[config.mk]
export PLATFORM = sky130hd
export DESIGN_NAME = acc_seq
export DESIGN_NICKNAME = d
export VERILOG_FILES = /design/src/rtl/acc_seq_pkg.sv /design/src/rtl/acc_seq_ctrl.sv /design/src/rtl/acc_seq_alu.sv /design/src/rtl/acc_seq_regs.sv /design/src/rtl/acc_seq.sv
export SDC_FILE = /design/constraint.sdc
export NUM_CORES = 1
export LEC_CHECK = 0
export BUFFER_PORTS_ARGS = -buffer_cell sky130_fd_sc_hd__buf_2
export CAP_MARGIN = 0
export CORE_ASPECT_RATIO = 1.4
export CORE_MARGIN = 2
export CORE_UTILIZATION = 40
export CTS_BUF_LIST = sky130_fd_sc_hd__clkbuf_8
export DETAILED_ROUTE_END_ITERATION = 12
export PLACE_DENSITY = 0.72
export SYNTH_ARGS = -nofsm -noshare
export SYNTH_HDL_FRONTEND = slang
export SYNTH_HIERARCHICAL = 1
export SYNTH_SLANG_ARGS = --single-unit
[constraint.sdc]
create_clock -name clk -period 1.85 [get_ports clk]
set_input_delay 0.185 -clock clk [delete_from_list [all_inputs] [get_ports clk]]
set_output_delay 0.185 -clock clk [all_outputs]
set_load 0.02 [all_outputs]
[src/rtl/acc_seq_pkg.sv]
package acc_seq_pkg;

   localparam int OPC_W = 3;

   localparam logic [OPC_W-1:0] OPC_LOAD  = 3'd1;
   localparam logic [OPC_W-1:0] OPC_ADD   = 3'd2;
   localparam logic [OPC_W-1:0] OPC_STORE = 3'd3;
   localparam logic [OPC_W-1:0] OPC_JUMP  = 3'd4;
   localparam logic [OPC_W-1:0] OPC_HALT  = 3'd7;

   typedef enum logic [3:0] {
      ST_F_ADDR,
      ST_F_WAIT,
      ST_F_CAPT,
      ST_F_INCR,
      ST_F_INST,
      ST_DECODE,
      ST_X_ADDR,
      ST_X_WAIT,
      ST_X_CAPT,
      ST_X_ALU,
      ST_X_STAGE,
      ST_X_WRITE,
      ST_STOPPED
   } step_e;

   typedef struct packed {
      logic mar_from_pc;
      logic mar_from_opnd;
      logic mbr_from_mem;
      logic mbr_from_acc;
      logic pc_incr;
      logic pc_jump;
      logic ir_load;
      logic acc_load;
      logic acc_add;
      logic mem_write;
      logic stopped;
   } xfer_t;

endpackage

[src/rtl/acc_seq_ctrl.sv]
module acc_seq_ctrl
   import acc_seq_pkg::*;
(
   input  logic             clk,
   input  logic             rst_n,
   input  logic [OPC_W-1:0] opcode,
   output xfer_t            xfer
);

   step_e step_q, step_d;

   always_ff @(posedge clk or negedge rst_n) begin
      if (!rst_n) step_q <= ST_F_ADDR;
      else        step_q <= step_d;
   end

   always_comb begin
      xfer   = '0;
      step_d = step_q;
      case (step_q)
         ST_F_ADDR: begin
            xfer.mar_from_pc = 1'b1;
            step_d = ST_F_WAIT;
         end
         ST_F_WAIT: step_d = ST_F_CAPT;
         ST_F_CAPT: begin
            xfer.mbr_from_mem = 1'b1;
            step_d = ST_F_INCR;
         end
         ST_F_INCR: begin
            xfer.pc_incr = 1'b1;
            step_d = ST_F_INST;
         end
         ST_F_INST: begin
            xfer.ir_load = 1'b1;
            step_d = ST_DECODE;
         end
         ST_DECODE: begin
            case (opcode)
               OPC_LOAD, OPC_ADD, OPC_STORE: step_d = ST_X_ADDR;
               OPC_JUMP: begin
                  xfer.pc_jump = 1'b1;
                  step_d = ST_F_ADDR;
               end
               OPC_HALT: step_d = ST_STOPPED;
               default:  step_d = ST_F_ADDR;
            endcase
         end
         ST_X_ADDR: begin
            xfer.mar_from_opnd = 1'b1;
            step_d = (opcode == OPC_STORE) ? ST_X_STAGE : ST_X_WAIT;
         end
         ST_X_WAIT: step_d = ST_X_CAPT;
         ST_X_CAPT: begin
            xfer.mbr_from_mem = 1'b1;
            step_d = ST_X_ALU;
         end
         ST_X_ALU: begin
            xfer.acc_load = 1'b1;
            xfer.acc_add  = (opcode == OPC_ADD);
            step_d = ST_F_ADDR;
         end
         ST_X_STAGE: begin
            xfer.mbr_from_acc = 1'b1;
            step_d = ST_X_WRITE;
         end
         ST_X_WRITE: begin
            xfer.mem_write = 1'b1;
            step_d = ST_F_ADDR;
         end
         ST_STOPPED: xfer.stopped = 1'b1;
         default:    step_d = ST_F_ADDR;
      endcase
   end

endmodule

[src/rtl/acc_seq_alu.sv]
module acc_seq_alu #(
   parameter int DATA_W = 8
) (
   input  logic [DATA_W-1:0] acc,
   input  logic [DATA_W-1:0] operand,
   input  logic              do_add,
   output logic [DATA_W-1:0] result
);

   always_comb begin
      if (do_add) result = acc + operand;
      else        result = operand;
   end

endmodule

[src/rtl/acc_seq_regs.sv]
module acc_seq_regs
   import acc_seq_pkg::*;
#(
   parameter int DATA_W = 8,
   parameter int ADDR_W = 8
) (
   input  logic              clk,
   input  logic              rst_n,
   input  xfer_t             xfer,
   input  logic [DATA_W-1:0] mem_rdata,
   input  logic [DATA_W-1:0] alu_y,
   output logic [ADDR_W-1:0] pc,
   output logic [ADDR_W-1:0] mar,
   output logic [DATA_W-1:0] mbr,
   output logic [DATA_W-1:0] ir,
   output logic [DATA_W-1:0] acc
);

   localparam int OPND_W = DATA_W - OPC_W;

   logic [ADDR_W-1:0] opnd_addr;

   generate
      if (ADDR_W == OPND_W) begin : g_opnd_full
         assign opnd_addr = ir[OPND_W-1:0];
      end else begin : g_opnd_pad
         assign opnd_addr = {{(ADDR_W-OPND_W){1'b0}}, ir[OPND_W-1:0]};
      end
   endgenerate

   always_ff @(posedge clk or negedge rst_n) begin
      if (!rst_n) begin
         pc  <= '0;
         mar <= '0;
         mbr <= '0;
         ir  <= '0;
         acc <= '0;
      end else begin
         if (xfer.mar_from_pc)        mar <= pc;
         else if (xfer.mar_from_opnd) mar <= opnd_addr;

         if (xfer.mbr_from_mem)       mbr <= mem_rdata;
         else if (xfer.mbr_from_acc)  mbr <= acc;

         if (xfer.pc_incr)            pc  <= pc + ADDR_W'(1);
         else if (xfer.pc_jump)       pc  <= opnd_addr;

         if (xfer.ir_load)            ir  <= mbr;
         if (xfer.acc_load)           acc <= alu_y;
      end
   end

endmodule

[src/rtl/acc_seq.sv]
module acc_seq
   import acc_seq_pkg::*;
#(
   parameter int DATA_W = 8,
   parameter int ADDR_W = 8
) (
   input  logic              clk,
   input  logic              rst_n,
   output logic [ADDR_W-1:0] mem_addr,
   output logic              mem_we,
   output logic [DATA_W-1:0] mem_wdata,
   input  logic [DATA_W-1:0] mem_rdata,
   output logic [ADDR_W-1:0] pc_o,
   output logic [DATA_W-1:0] acc_o,
   output logic [DATA_W-1:0] ir_o,
   output logic              halt_o
);

   localparam int OPND_W = DATA_W - OPC_W;

   generate
      if (OPND_W < 1) begin : g_bad_data_w
         $error("acc_seq: DATA_W must exceed the opcode width");
      end
      if (ADDR_W < OPND_W) begin : g_bad_addr_w
         $error("acc_seq: ADDR_W must hold the operand field");
      end
   endgenerate

   xfer_t             xfer;
   logic [ADDR_W-1:0] pc, mar;
   logic [DATA_W-1:0] mbr, ir, acc, alu_y;

   acc_seq_ctrl u_ctrl (
      .clk    (clk),
      .rst_n  (rst_n),
      .opcode (ir[DATA_W-1 -: OPC_W]),
      .xfer   (xfer)
   );

   acc_seq_alu #(.DATA_W(DATA_W)) u_alu (
      .acc     (acc),
      .operand (mbr),
      .do_add  (xfer.acc_add),
      .result  (alu_y)
   );

   acc_seq_regs #(.DATA_W(DATA_W), .ADDR_W(ADDR_W)) u_regs (
      .clk       (clk),
      .rst_n     (rst_n),
      .xfer      (xfer),
      .mem_rdata (mem_rdata),
      .alu_y     (alu_y),
      .pc        (pc),
      .mar       (mar),
      .mbr       (mbr),
      .ir        (ir),
      .acc       (acc)
   );

   assign mem_addr  = mar;
   assign mem_wdata = mbr;
   assign mem_we    = xfer.mem_write;
   assign pc_o      = pc;
   assign acc_o     = acc;
   assign ir_o      = ir;
   assign halt_o    = xfer.stopped;

endmodule

==> results.rst <==
.. list-table::
   :header-rows: 1

   * - Metric
     - Value
   * - CTS tree
     - built
   * - Leakage
     - 1.57 nW
   * - Overall routed net length
     - a little over 6 mm
   * - Post-DP HPWL
     - 4.55 mm
   * - Register clock-pin slew on the reported worst setup and hold paths
     - 80 ps
   * - Overall die height
     - 98.1 µm
   * - Overall die area
     - roughly 7000 µm²
   * - Maximum clock frequency
     - 0.478 GHz
   * - Clock root buffer
     - clkbuf_8
   * - Final antenna-violating net count
     - 0
   * - Mean cell area of the mapped netlist
     - 10.4 µm²
   * - Most common cell after layout, fill and taps aside
     - buf_2
   * - Setup Crit Path Kind
     - reg2reg
   * - Worst-Margin Slew
     - approximately 550 ps
   * - RD Place Congestion
     - between 0.8 and 0.9
   * - CTS HTree Levels
     - 2
   * - Maxcap violations
     - 0
   * - Element type at the critical path start
     - register
   * - Ratio of routed vias to standard cells
     - 5.45
   * - Share of synthesized area occupied by flip-flops and latches
     - 0.436
   * - Status
     - finished, violations left
   * - Iteration-0 DRC count of the detailed router
     - between 100 and 150
   * - Via count
     - ~2200
   * - Count of pins over their slew limit
     - 0
   * - Pin count of the biggest net entering global routing
     - 24
   * - Floorplan die width
     - 71.2 µm
   * - Sink count of the clock tree
     - 44
   * - Total inserted antenna cells
     - 0
   * - Initial core utilization
     - 0.410
   * - Clock share of power
     - 0.101
   * - Number of distinct standard cells referenced by the synthesized netlist
     - 50
   * - GRT Residual Overflow
     - 0
   * - Register bit count reported by yosys
     - 44
   * - Cell count after synthesis
     - ~240
   * - Switching Fraction
     - 0.440
   * - Period utilization
     - 1.13
   * - Initial antenna violation count
     - 0
   * - Core box area
     - 6170 µm²
   * - Number of CTS-inserted buffers
     - 5
   * - RSZ-0062 raised after global routing
     - true
   * - Placement row count
     - 34
   * - Power Internal
     - 3.51 mW
   * - Top-Level Pins
     - 52
   * - Highest-count cells in the layout ignoring fill and taps
     - buf_2 (51), buf_4 (44), dfrtp_1 (34)
   * - Final Critical Period
     - 2090 ps
   * - CP endpoint kind
     - register
   * - Violated checks
     - negative setup slack
   * - Maximum clock skew at final layout
     - 8.23 ps
   * - Flip-flop cell with the highest count after synthesis
     - dfrtp_1
   * - Port-buffer cells
     - 51
   * - Share of async-settable or async-resettable flops after synthesis
     - 1.00
   * - Count of buffer and inverter cells on the critical path
     - 1
   * - Warnings from Yosys
     - 6
   * - Biggest area consumer among synthesized cells
     - dfrtp_1
   * - Part of the power in registers
     - 0.287
   * - Cell type of the slowest stage on the worst timing path
     - dfrtp_2
   * - Relative slew margins
     - 0.632
   * - Total DRC errors in the routed layout
     - 0
   * - Post-Syn Area
     - 2530 µm²
   * - Wire length of the first global-routing pass
     - roughly 10 mm
   * - Worst-path fanout max
     - 2
   * - Power per unit of standard cell area
     - 1850 nW/µm²
   * - Largest buffer count on any clock path
     - 2
   * - Number of setup violations in the final report
     - 4
   * - Combinational cell fraction of total power
     - 0.612
   * - Layout cell share with drive strength beyond 1
     - 0.472
   * - Min-Delay Path Class
     - in2reg
   * - Net count after synthesis
     - 263
   * - Area share of the leading cell type in the synthesized netlist
     - 0.436
   * - Final-report hold violation count
     - 0
   * - Total Negative Setup Slacks
     - -661 ps
   * - Switching component of the power
     - 2.76 mW
   * - Clock latency at the later pin of the worst-skew pair
     - 300 ps
   * - Post-DR wirelength/cell
     - around 15 µm
   * - Crit path cell chain
     - ha_4, inv_2, fa_2, nor2b_2, o31a_2, o21ai_2, mux2i_1, o221ai_1, mux2_4
   * - Total iterations of the first detailed-routing run
     - 4
   * - VDD IR max
     - 0.819 mV
   * - Data required time at the worst endpoint
     - around 2000 ps
   * - All-layer global routing usage
     - 0.180
   * - Final critical-path setup slack
     - -240 ps
   * - Synth top area cells
     - dfrtp_1 (44%), mux2_2 (8.0%), mux2i_1 (7.5%)
   * - Post-Route Utilization
     - 0.548
   * - Vias in the first global route
     - 2127
   * - Biggest cell delay along the critical path
     - 430 ps
   * - Count of nets after finishing
     - approximately 360
   * - Count of flip-flops with a built-in enable after synthesis
     - 0
   * - Arrival time at the worst endpoint
     - 2270 ps
   * - Area growth, synth to finish
     - 33.8%
   * - Kind of cell adding the most delay to the critical path
     - compound AO/OA/AOI/OAI gates
==> registers in the layout, summed over array words and instances, names as in the netlist <==
name and count:
u_regs/acc 8, u_regs/ir 8, u_regs/mar 8, u_regs/mbr 8
u_regs/pc 8, u_ctrl/step_q 4
==> power by group through the flow <==
stage          registers, mW  clock network (mW)  logic [mW]
2_1_floorplan           2.32                   0        1.82
3_3_place_gp            1.80                   0        3.60
3_5_place_dp            1.82                   0        3.68
4_1_cts                 1.80               0.648        3.79
5_1_grt                 1.86               0.688        4.18
6_report                1.80               0.636        3.84
==> cell families after synthesis <==
logic type / synth area share
AOI/OAI and AO/OA: 0.163
xor gates and xnor gates: 0.0139
adders and majority gates: 0.0475
buffers and inverters: 0.0381
DFF: 0.436
muxes: 0.161
and+or+nand+nor: 0.141
==> metal layers <==
| layer | global-route usage | up-vias | wire length (µm) |
|---|---|---|---|
| met2 | 0.330 | 48 | 3350 |
| met4 | 0.0537 | 0 | 106 |
| met5 | 0 | - | 0 |
| met1 | 0.206 | 1092 | 2520 |
| li1 | - | 1078 | - |
| met3 | 0.0351 | 10 | 205 |
==> worst paths after layout <==
check	from	endpoint	slack, ps	cells past startpoint
max in group asynchronous	rst_n	u_regs/acc[1]$_DFFE_PN0P_	910	3
setup / recovery	u_regs/acc[0]$_DFFE_PN0P_	u_regs/acc[6]$_DFFE_PN0P_	-240	9
hold reg to reg	u_regs/mar[7]$_DFFE_PN0P_	u_regs/mar[7]$_DFFE_PN0P_	490	1
hold / removal	mem_rdata[3]	u_regs/mbr[3]$_DFFE_PN0P_	90	3
setup reg to reg	u_regs/acc[0]$_DFFE_PN0P_	u_regs/acc[6]$_DFFE_PN0P_	-240	9
min in group asynchronous	rst_n	u_regs/mar[5]$_DFFE_PN0P_	410	2
==> what timing repair did <==
action,in CTS,in global routing
hold buffers,1,0
setup endpoints to repair,7,7
gates resized for setup,8,5
setup buffers,2,2
pin swaps,7,5
hold endpoints to repair,21,0
==> worst min-delay path, delay by kind of cell <==
| family | cells | cell delay, ps |
|---|---|---|
| AOI/OAI and AO/OA | 1 | 50 |
| buffers and inverters | 1 | 70 |
| and+or+nand+nor | 1 | 30 |
==> area by class of cell <==
cell class	instances	area [µm²]
multi-input cells	181	1440
flip-flops and latches	44	1110
clock inverters	2	10.0
clock buffers	6	82.6
inverters	6	22.5
well taps	72	90.1
repair buffers	98	627
fillers	538	2790
==> Yosys cell counts, types with 2 or more instances <==
library cell and count:
o21bai_1 2, a31oi_1 2, dfrtp_1 44, o21ai_0 17, o21a_1 2, a22o_1 4, o22ai_1 2, nor2_1 14
a21oi_1 7, ha_1 8, a21o_1 5, and3_1 5, nand2_1 26, inv_1 5, o221a_2 2, nand2b_1 4
nor3_1 5, o21ai_1 2, a211oi_1 3, o31ai_1 2, clkbuf_1 3, mux2_2 18, xnor2_1 3, and4bb_2 2
mux2i_1 19, nand3_1 5, buf_6 2, buf_2 7, nand4_1 2, nor2b_1 2
==> stage by stage <==
step / power [mW] / cells / hold slack [ps] / instance area (µm²) / worst slack (ps)
after global placement: 5.40 / 396 / 194 / 3200 / -139
after floorplan: 4.14 / 244 / -111 / 2600 / -169
after detailed placement: 5.50 / 396 / 202 / 3200 / -204
after CTS: 6.24 / 407 / 86.4 / 3350 / -209
final: 6.27 / 409 / 87.0 / 3380 / -240
after global routing: 6.73 / 409 / 82.7 / 3380 / -287
Power figures use the tool's default switching activity.
